--- config.mk ---
export PLATFORM = sky130hd
export DESIGN_NAME = mct_timer
export DESIGN_NICKNAME = d
export VERILOG_FILES = /design/src/rtl/mct_pkg.sv /design/src/rtl/mct_tick_gen.sv /design/src/rtl/mct_channels.sv /design/src/rtl/mct_rst_pulse.sv /design/src/rtl/mct_timer.sv
export SDC_FILE = /design/constraint.sdc
export NUM_CORES = 1
export LEC_CHECK = 0
export ABC_CLOCK_PERIOD_IN_PS = 3610
export CAP_MARGIN = 30
export CORE_MARGIN = 4
export CORE_UTILIZATION = 65
export CTS_BUF_LIST = sky130_fd_sc_hd__clkbuf_4
export DETAILED_ROUTE_END_ITERATION = 10
export DONT_BUFFER_PORTS = 1
export PLACE_DENSITY = 0.81
export REMOVE_ABC_BUFFERS = 1
export SLEW_MARGIN = 15
export SYNTH_ARGS = -nofsm -noshare
export SYNTH_HDL_FRONTEND = slang
export SYNTH_SLANG_ARGS = --single-unit
--- constraint.sdc ---
create_clock -name clk -period 3.61 [get_ports clk]
set_input_delay 0.722 -clock clk [delete_from_list [all_inputs] [get_ports clk]]
set_output_delay 0.722 -clock clk [all_outputs]
set_load 0.005 [all_outputs]
--- src/rtl/mct_pkg.sv ---
package mct_pkg;
  // Byte offsets seen by software
  localparam logic [7:0] OFS_COUNT   = 8'h00;
  localparam logic [7:0] OFS_MATCH0  = 8'h08;
  localparam logic [7:0] OFS_STATUS  = 8'h20;
  localparam logic [7:0] OFS_IRQ_EN  = 8'h24;
  localparam logic [7:0] OFS_WD_EN   = 8'h28;
  localparam logic [7:0] OFS_LATCH   = 8'h30;
  localparam logic [7:0] OFS_SNAP    = 8'h34;

  // Offset of the target register of channel idx
  function automatic logic [7:0] target_offset(input int idx);
    return OFS_MATCH0 + 8'(4 * idx);
  endfunction
endpackage

--- src/rtl/mct_tick_gen.sv ---
module mct_tick_gen #(
  parameter int CLK_DIV = 125
) (
  input  logic clk,
  input  logic rst_n,
  output logic tick
);
  localparam int PW = (CLK_DIV > 1) ? $clog2(CLK_DIV) : 1;

  generate
    if (CLK_DIV <= 1) begin : g_pass
      assign tick = 1'b1;
    end else begin : g_div
      logic [PW-1:0] pre_q;
      assign tick = (pre_q == PW'(CLK_DIV - 1));
      always_ff @(posedge clk or negedge rst_n) begin
        if (!rst_n)    pre_q <= '0;
        else if (tick) pre_q <= '0;
        else           pre_q <= pre_q + 1'b1;
      end
    end
  endgenerate
endmodule

--- src/rtl/mct_channels.sv ---
module mct_channels #(
  parameter int NCH   = 6,
  parameter int CNT_W = 32
) (
  input  logic               clk,
  input  logic               rst_n,
  input  logic               tick,
  input  logic [CNT_W-1:0]   cnt_nxt,
  input  logic [NCH*CNT_W-1:0] target_flat,
  input  logic [NCH-1:0]     clr,
  output logic [NCH-1:0]     hit,
  output logic [NCH-1:0]     status_q
);
  for (genvar i = 0; i < NCH; i++) begin : g_ch
    // event: counter is stepping onto this channel's target
    assign hit[i] = tick && (cnt_nxt == target_flat[i*CNT_W +: CNT_W]);

    always_ff @(posedge clk or negedge rst_n) begin
      if (!rst_n)      status_q[i] <= 1'b0;
      else if (hit[i]) status_q[i] <= 1'b1;
      else if (clr[i]) status_q[i] <= 1'b0;
    end
  end
endmodule

--- src/rtl/mct_rst_pulse.sv ---
module mct_rst_pulse #(
  parameter int RST_LEN = 16
) (
  input  logic clk,
  input  logic rst_n,
  input  logic fire,
  output logic pulse
);
  localparam int LW = $clog2(RST_LEN + 1);
  logic [LW-1:0] left_q;

  always_ff @(posedge clk or negedge rst_n) begin
    if (!rst_n)            left_q <= '0;
    else if (fire)         left_q <= LW'(RST_LEN - 1);
    else if (left_q != '0) left_q <= left_q - 1'b1;
  end

  logic run_q;
  always_ff @(posedge clk or negedge rst_n) begin
    if (!rst_n)    run_q <= 1'b0;
    else if (fire) run_q <= 1'b1;
    else if (left_q == '0) run_q <= 1'b0;
  end

  assign pulse = run_q;
endmodule

--- src/rtl/mct_timer.sv ---
module mct_timer #(
  parameter int CLK_DIV = 125,
  parameter int CNT_W   = 32,
  parameter int NCH     = 6,
  parameter int WDT_CH  = 5,
  parameter int RST_LEN = 16,
  parameter int AW      = 8,
  parameter int DW      = 32
) (
  input  logic          clk,
  input  logic          rst_n,
  input  logic          bus_sel,
  input  logic          bus_wr,
  input  logic [AW-1:0] bus_addr,
  input  logic [DW-1:0] bus_wdata,
  output logic [DW-1:0] bus_rdata,
  output logic [NCH-1:0] irq,
  output logic          wdt_rst
);
  import mct_pkg::*;

  function automatic logic [CNT_W-1:0] step_count(input logic [CNT_W-1:0] c,
                                                  input logic en);
    return en ? c + 1'b1 : c;
  endfunction

  function automatic logic [AW-1:0] addr_of(input logic [7:0] ofs);
    return AW'(ofs);
  endfunction

  // ---------------- tick and counter ----------------
  logic             tick;
  logic [CNT_W-1:0] cnt_q, cnt_nxt;

  mct_tick_gen #(.CLK_DIV(CLK_DIV)) u_tick (
    .clk(clk), .rst_n(rst_n), .tick(tick));

  assign cnt_nxt = step_count(cnt_q, tick);

  always_ff @(posedge clk or negedge rst_n) begin
    if (!rst_n) cnt_q <= '0;
    else        cnt_q <= cnt_nxt;
  end

  // ---------------- register writes ----------------
  logic wr_en;
  assign wr_en = bus_sel && bus_wr;

  logic [NCH*CNT_W-1:0] target_flat;
  logic [NCH-1:0]       tgt_wr;

  for (genvar i = 0; i < NCH; i++) begin : g_tgt
    assign tgt_wr[i] = wr_en && (bus_addr == addr_of(target_offset(i)));
    always_ff @(posedge clk or negedge rst_n) begin
      if (!rst_n)         target_flat[i*CNT_W +: CNT_W] <= '0;
      else if (tgt_wr[i]) target_flat[i*CNT_W +: CNT_W] <= bus_wdata[CNT_W-1:0];
    end
  end

  logic [NCH-1:0]   ie_q;
  logic             wden_q;
  logic [CNT_W-1:0] snap_q;

  always_ff @(posedge clk or negedge rst_n) begin
    if (!rst_n) begin
      ie_q   <= '0;
      wden_q <= 1'b0;
      snap_q <= '0;
    end else if (wr_en) begin
      if (bus_addr == addr_of(OFS_IRQ_EN)) ie_q   <= bus_wdata[NCH-1:0];
      if (bus_addr == addr_of(OFS_WD_EN))  wden_q <= bus_wdata[0];
      if (bus_addr == addr_of(OFS_LATCH) && bus_wdata[0]) snap_q <= cnt_q;
    end
  end

  logic [NCH-1:0] status_clr;
  assign status_clr = (wr_en && bus_addr == addr_of(OFS_STATUS)) ?
                      bus_wdata[NCH-1:0] : '0;

  // ---------------- compare channels ----------------
  logic [NCH-1:0] hit, status_q;

  mct_channels #(.NCH(NCH), .CNT_W(CNT_W)) u_ch (
    .clk(clk), .rst_n(rst_n), .tick(tick), .cnt_nxt(cnt_nxt),
    .target_flat(target_flat), .clr(status_clr),
    .hit(hit), .status_q(status_q));

  assign irq = status_q & ie_q;

  // ---------------- watchdog ----------------
  logic spent_q;   // set once the watchdog target has fired
  logic fire_evt;

  assign fire_evt = hit[WDT_CH] && ie_q[WDT_CH] && wden_q && !spent_q;

  always_ff @(posedge clk or negedge rst_n) begin
    if (!rst_n)              spent_q <= 1'b0;
    else if (tgt_wr[WDT_CH]) spent_q <= 1'b0;
    else if (fire_evt)       spent_q <= 1'b1;
  end

  mct_rst_pulse #(.RST_LEN(RST_LEN)) u_pulse (
    .clk(clk), .rst_n(rst_n), .fire(fire_evt), .pulse(wdt_rst));

  // ---------------- read mux ----------------
  always_comb begin
    bus_rdata = '0;
    if (bus_addr == addr_of(OFS_COUNT))  bus_rdata = DW'(cnt_q);
    if (bus_addr == addr_of(OFS_STATUS)) bus_rdata = DW'(status_q);
    if (bus_addr == addr_of(OFS_IRQ_EN)) bus_rdata = DW'(ie_q);
    if (bus_addr == addr_of(OFS_WD_EN))  bus_rdata = DW'(wden_q);
    if (bus_addr == addr_of(OFS_SNAP))   bus_rdata = DW'(snap_q);
    for (int i = 0; i < NCH; i++)
      if (bus_addr == addr_of(target_offset(i)))
        bus_rdata = DW'(target_flat[i*CNT_W +: CNT_W]);
  end

  logic unused_wdata;
  assign unused_wdata = ^bus_wdata;
endmodule

# Word level (Yosys, flattened, before mapping)
# Index checks and enable logic that the tools add are counted.
# Widths: inputs -> output; s select.
classes:
  addsub: 3
  reduce_logical: 34
  bitwise: 1
  muxes: 32
  eq_ne: 18
ops:
  columns: ["operator", "n"]
  rows:
  - ["$mux 32", 12]
  - ["$eq 32x32->1", 6]
  - ["$eq 8x6->1 const B", 5]
  - ["$add 32x1->32 const B", 1]
  - ["$eq 8x5->1 const B", 4]
  - ["$logic_and 1x1->1", 18]
  - ["$reduce_bool 2->1", 9]
  - ["$eq 8x4->1 const B", 2]
  - ["$mux 1", 16]
  - ["$mux 5", 2]
  - ["$logic_not 8->1", 1]
  - ["$add 7x1->7 const B", 1]
  - ["$eq 7x7->1 const B", 1]
  - ["$mux 7", 1]
  - ["$and 6x6->6", 1]
  - ["$mux 6", 1]
  - ["$reduce_and 2->1", 3]
  - ["$logic_not 5->1", 1]
  - ["$reduce_bool 5->1", 1]
  - ["$sub 5x1->5 const B", 1]
  - ["$logic_not 1->1", 1]
totals:
  output_inout_bits: 39
  register_bits: 283
  input_bits: 44

# Depth between registers and ports, before layout
depth:
  depth_word: 12
  ltp_mapped: 12
  mapped_depth_nobuf: 12

# Modules after synthesis
# Synthesis repeated with hierarchy kept, for this count alone.
hier_totals:
  cells_unflattened: 1430
  hier_area_um2: 16016.6
by_module_without_submodules:
  columns: ["mod", "n_inst", "cells_each", "area_each_um2", "seq_area_each_um2"]
  rows:
  - ["mct_timer", 1, 1060, 12709.7, 6606.3]
  - ["mct_channels", 1, 314, 2675.1, 150.1]
  - ["mct_tick_gen", 1, 31, 345.3, 175.2]
  - ["mct_rst_pulse", 1, 25, 286.5, 150.1]

# Worst setup path before layout
# No wires, ideal clock.
synth_path:
  path_kind: "input -> output"
  start: "input port bus_addr[1]"
  end: "output port bus_rdata[17]"
  setup_slack_ns: 0.321
  arrival_time_ns: 2.567
  path_stages: 9
  required_time_ns: 2.888
  path_cell_list: "nor3b_1 > nor2b_1 > and2_1 > clkbuf_1 > buf_1 > a22oi_1 > a31oi_1 > a211oi_1 > o21ai_0"
synth_between:
  elab_chain_cells: 12
  word_cells_on_any_way: 22
  classes_between: "eq/ne (10); mux (11); reduce/logical (1)"
synth_lines:
  columns: ["item", "line_no", "text"]
  rows:
  - ["start: declaration", "mct_timer.sv:14", "input logic [AW-1:0] bus_addr,"]
  - ["$logic_not 8->1", "mct_timer.sv:108", "if (bus_addr == addr_of(OFS_COUNT)) bus_rdata = DW'(cnt_q);"]
  - ["$mux 32", "mct_timer.sv:108", null]
  - ["$mux 32", "mct_timer.sv:109", "if (bus_addr == addr_of(OFS_STATUS)) bus_rdata = DW'(status_q);"]
  - ["$mux 32", "mct_timer.sv:110", "if (bus_addr == addr_of(OFS_IRQ_EN)) bus_rdata = DW'(ie_q);"]
  - ["$mux 32", "mct_timer.sv:111", "if (bus_addr == addr_of(OFS_WD_EN)) bus_rdata = DW'(wden_q);"]
  - ["$mux 32", "mct_timer.sv:112", "if (bus_addr == addr_of(OFS_SNAP)) bus_rdata = DW'(snap_q);"]
  - ["$mux 32 (5 in a row)", "mct_timer.sv:114", "if (bus_addr == addr_of(target_offset(i)))"]
  - ["$mux 32 (*)", "mct_timer.sv:114", null]
  - ["end: declaration", "mct_timer.sv:16", "output logic [DW-1:0] bus_rdata,"]
# Mark *: on every way between the ends. The rest lies on a longest branch, timed or not.

# Final worst setup path
layout_path:
  start: "register cnt_q[1]"
  end: "register u_ch.status_q[2]"
layout_between:
  elab_chain_cells: 5
  word_cells_on_any_way: 6
  classes_between: "add/sub (1); eq/ne (1); mux (2); reduce/logical (2)"
layout_lines:
  columns: ["item", "line_no", "text"]
  rows:
  - ["start: declaration", "mct_timer.sv:33", "logic [CNT_W-1:0] cnt_q, cnt_nxt;"]
  - ["start signal: assignment", "mct_timer.sv:42", "else cnt_q <= cnt_nxt;"]
  - ["$add 32x1->32", "mct_timer.sv:24", "return en ? c + 1'b1 : c;"]
  - ["$mux 32 (*)", "mct_timer.sv:24", null]
  - ["$eq 32x32->1 (*)", "mct_channels.sv:16", "assign hit[i] = tick && (cnt_nxt == target_flat[i*CNT_W +: CNT_W]);"]
  - ["$logic_and 1x1->1 (*)", "mct_channels.sv:16", null]
  - ["$mux 1 / $reduce_bool 2->1 (equally long branches)", null, null]
  - ["end signal: indexed assignment", "mct_channels.sv:19", "if (!rst_n) status_q[i] <= 1'b0;"]
  - ["end signal: indexed assignment", "mct_channels.sv:20", "else if (hit[i]) status_q[i] <= 1'b1;"]
  - ["end signal: indexed assignment", "mct_channels.sv:21", "else if (clr[i]) status_q[i] <= 1'b0;"]
  - ["end: declaration", "mct_channels.sv:12", "output logic [NCH-1:0] status_q"]
# Marked as above.
# A chain may end at the register's enable or synchronous reset.

==> flow_summary.yaml <==
worst_setup_path:
  critPathCaptureType: "flip-flop"
  path_class: "flip-flop to flip-flop"
  critPathArrivalTime_ns: 4.22
  r2r_slack_ns: -0.06
  startpoint_type: "flip-flop"
  rr_worst_depth: 11
  r2r-start: "cnt_q[1]$_DFF_PN0_"
  crit_required_ns: 4.16
  r2r_end: "u_ch.status_q[2]$_DFFE_PN0P_"
  path_max_fanout: 6
sta:
  hold_ws_ns: -0.269
  slew_headroom: 0.481
  fin_crit_ns: 3.67
  finalSetupTns_ns: -0.0620
  finClkSkew_ns: 0.0597
  rsz0062_at_grt: "yes"
  worst_pin_slew_ns: 0.773
  clock.fmax_mhz: 272
  finalWorstSetupSlack_ns: -0.0620
  slew_violations: 0
  period_share: 1.02
  setup_viol: 1
  finalHoldViolations: 283
place:
  dp_cells: 1837
  place.gp.congestion: 1.06
  dpl.hpwl_mm: 35.3
  place_area_mm2: 0.0169
  portBuffers: 0
die:
  fp.dieArea_mm2: 0.0269
  fp.dieH_um: 164
  num_io_pins: 83
  die_w_um: 164
  fp.coreArea_mm2: 0.0237
  start_util: 0.667
  rows: 56
routing:
  via_per_inst: 6.74
  wire_per_inst_um: 26.2
  firstDrtPassIters: 8
  vias: 13300
  drtAntennaViolNets: 0
  drc_errors: 0
  detail_route.iter0.violations: 1623
  wirelength_mm: 51.5
finish:
  fin_cells: 1967
  finalNetCount: 1646
  seqCellArea_mm2: 0.00708
  fillCellCount: 1650
  area_delta_synth_final_pct: 14.1
  post_route_cells_drive_above_1_share: 0.310
  multi_input_area_mm2: 0.00829
  stdcell_area_mm2: 0.0180
yosys:
  ys_ff_latch: 283
  syn_area_mm2: 0.0158
  synth-edff-count: 0
  ys_seq_area_frac: 0.448
  ys_types: 66
  async_flop_share: 1.00
  syn_inst: 1475
  ys_warn_count: 0
  synth_area_per_cell_um2: 10.7
  synthFlopType: "dfrtp_1"
power_and_ir_drop:
  swShare: 0.231
  seq_power_share: 0.495
  ir_drop_mv: 0.287
  switchingPower_mw: 1.54
  finalPower_mw: 6.68
  combPwrFrac: 0.036
  p_int_mw: 5.14
  p_clk_frac: 0.468
  p_leak_nw: 8.74
  powerDensity_mw_per_mm2: 370
grt:
  gr-usage-all-layers: 0.389
  grt_max_degree: 284
  grt_antenna_before_repair: 2
  grt_pass1_vias: 13500
  grt_overflow: 0
  grt_first_pass_wirelength_mm: 79.3
min_path:
  hp-class: "input pin to asynchronous set/reset pin"
status:
  violations: "negative hold slack, negative setup slack"
  status: "finished, violations left"
clocking:
  path_clk_slew_ns: 0.06
  cts_tree: "built"
  clock-sinks: 283
  cts_made_buffers: 76
  clock_path_buffers: 3
  cts_root_buf: "clkbuf_4"
  clk_latency_ns: 0.70
  cts_max_level: 3
run:
  maxCapViolCount: 0
registers in the layout (all words and copies together) (netlist names):
name / count
cnt_q: 32
ie_q: 6
snap_q: 32
spent_q: 1
target_flat: 192
u_ch.status_q: 6
u_pulse.left_q: 5
u_pulse.pulse: 1
u_tick.g_div.pre_q: 7
wden_q: 1
critical path: stages (launching register included):
cell and delay [ns]:
dfrtp_1 0.44, ha_1 0.26, nand4_1 0.21, buf_4 0.22, nor4_1 0.31, buf_4 0.19
xnor2_1 0.35, xnor2_1 0.27, a2111o_1 0.35, nor4_1 0.35, nand4_1 0.23, o31ai_1 0.34
worst max-delay path by stage:
stage	from	endpoint	slack, ns
after floorplan	bus_sel	snap_q[0]$_DFFE_PN0P_	-0.31
after global placement	cnt_q[1]$_DFF_PN0_	u_pulse.left_q[4]$_DFFE_PN0P_	-0.09
after detailed placement	cnt_q[1]$_DFF_PN0_	u_pulse.left_q[0]$_DFFE_PN0P_	-0.07
after CTS	u_tick.g_div.pre_q[0]$_DFF_PN0_	u_ch.status_q[2]$_DFFE_PN0P_	0.02
after global routing	u_tick.g_div.pre_q[0]$_DFF_PN0_	u_ch.status_q[3]$_DFFE_PN0P_	-0.11
final	cnt_q[1]$_DFF_PN0_	u_ch.status_q[2]$_DFFE_PN0P_	-0.06
layout make-up:
type / instances / area share
repair buffers: 131 / 0.0580
well taps: 319 / 0.0221
diodes: 2 / 0.000278
clock buffers: 113 / 0.0471
multi-input cells: 1061 / 0.460
flip-flops and latches: 283 / 0.393
inverters: 44 / 0.00916
clock inverters: 14 / 0.0105
power groups by stage:
stage / logic [mW] / registers [mW] / clock network, mW
6_report: 0.242 / 3.31 / 3.13
5_1_grt: 0.257 / 3.31 / 3.34
4_1_cts: 0.236 / 3.30 / 3.16
2_1_floorplan: 0.156 / 3.34 / 0
3_5_place_dp: 0.232 / 3.36 / 0
3_3_place_gp: 0.226 / 3.36 / 0
layout by cell type (no fill, tap or decap), types with 7 or more instances in the layout:
cell	synthesis	layout
a2111oi_0	8	7
a211oi_1	26	26
a21oi_1	9	9
a22oi_1	55	55
a31oi_1	35	35
and2_1	13	14
and3_1	8	8
buf_4	3	126
clkbuf_4	0	113
clkinv_1	0	8
dfrtp_1	283	283
inv_1	44	44
mux2_2	232	232
nand2_1	101	99
nand2b_1	7	7
nand3_1	34	34
nand4_1	33	33
nor2_1	78	76
nor2b_1	8	7
nor3_1	18	16
nor4_1	39	33
o2111ai_1	7	7
o21ai_0	35	35
o22ai_1	13	13
xnor2_1	133	132
xor2_1	81	81
through the flow:
step	setup slack (ns)	hold WS [ns]	utilization
after floorplan	-0.309	0.426	-
after global placement	-0.0864	0.437	0.713
after detailed placement	-0.0731	0.435	0.713
after CTS	0.0231	-0.303	0.758
after global routing	-0.109	-0.305	0.761
final	-0.0620	-0.269	0.761
synthesized netlist by cell type (4+ instances only):
| master | number | area share |
|---|---|---|
| ha_1 | 5 | 0.0040 |
| clkbuf_1 | 52 | 0.012 |
| xor2_1 | 81 | 0.045 |
| a31oi_1 | 35 | 0.014 |
| nand2_1 | 101 | 0.024 |
| nor2b_1 | 8 | 0.0032 |
| and2_1 | 13 | 0.0051 |
| or4_1 | 6 | 0.0029 |
| and4_1 | 4 | 0.0022 |
| nand3_1 | 34 | 0.011 |
| dfrtp_1 | 283 | 0.45 |
| a22o_1 | 5 | 0.0028 |
| nor3_1 | 18 | 0.0057 |
| buf_2 | 13 | 0.0041 |
| a211oi_1 | 26 | 0.012 |
| o2111ai_1 | 7 | 0.0039 |
| nor2_1 | 78 | 0.019 |
| a2111oi_0 | 8 | 0.0044 |
| o22ai_1 | 13 | 0.0051 |
| a22oi_1 | 55 | 0.026 |
| a222oi_1 | 6 | 0.0038 |
| nor4_1 | 39 | 0.015 |
| o31ai_1 | 6 | 0.0029 |
| mux2_2 | 232 | 0.17 |
| nand2b_1 | 7 | 0.0028 |
| buf_1 | 19 | 0.0045 |
| and3_1 | 8 | 0.0032 |
| nand4_1 | 33 | 0.013 |
| xnor2_1 | 133 | 0.074 |
| mux2i_1 | 5 | 0.0032 |
| a21oi_1 | 9 | 0.0029 |
| inv_1 | 44 | 0.010 |
| o21ai_0 | 35 | 0.011 |
| a221oi_1 | 6 | 0.0033 |
| nor3b_1 | 4 | 0.0019 |
timing repair:
action / 4_1_cts / 5_1_grt
pin swaps: 0 / 1
endpoints found under the setup margin: 6 / 10
hold endpoints to repair: 283 / 283
gates resized for setup: 4 / 9
setup buffers: 0 / 1
metal layers:
metal | global-route usage | vias up | share of wire
met3 | 0.0838 | 230 | 0.10
li1 | - | 5618 | -
met2 | 0.608 | 831 | 0.46
met1 | 0.505 | 6586 | 0.38
met5 | 0 | - | 0
met4 | 0.223 | 0 | 0.065
cell families after synthesis:
| family | count (synthesis) | share of synthesized area |
|---|---|---|
| fa+ha+maj | 5 | 0.00396 |
| xor+xnor | 217 | 0.123 |
| compound gates | 229 | 0.103 |
| simple gates | 373 | 0.121 |
| buf+inv | 131 | 0.0329 |
| flops | 283 | 0.448 |
| mux | 237 | 0.169 |
Note: power is estimated with default switching activity, not from simulation.
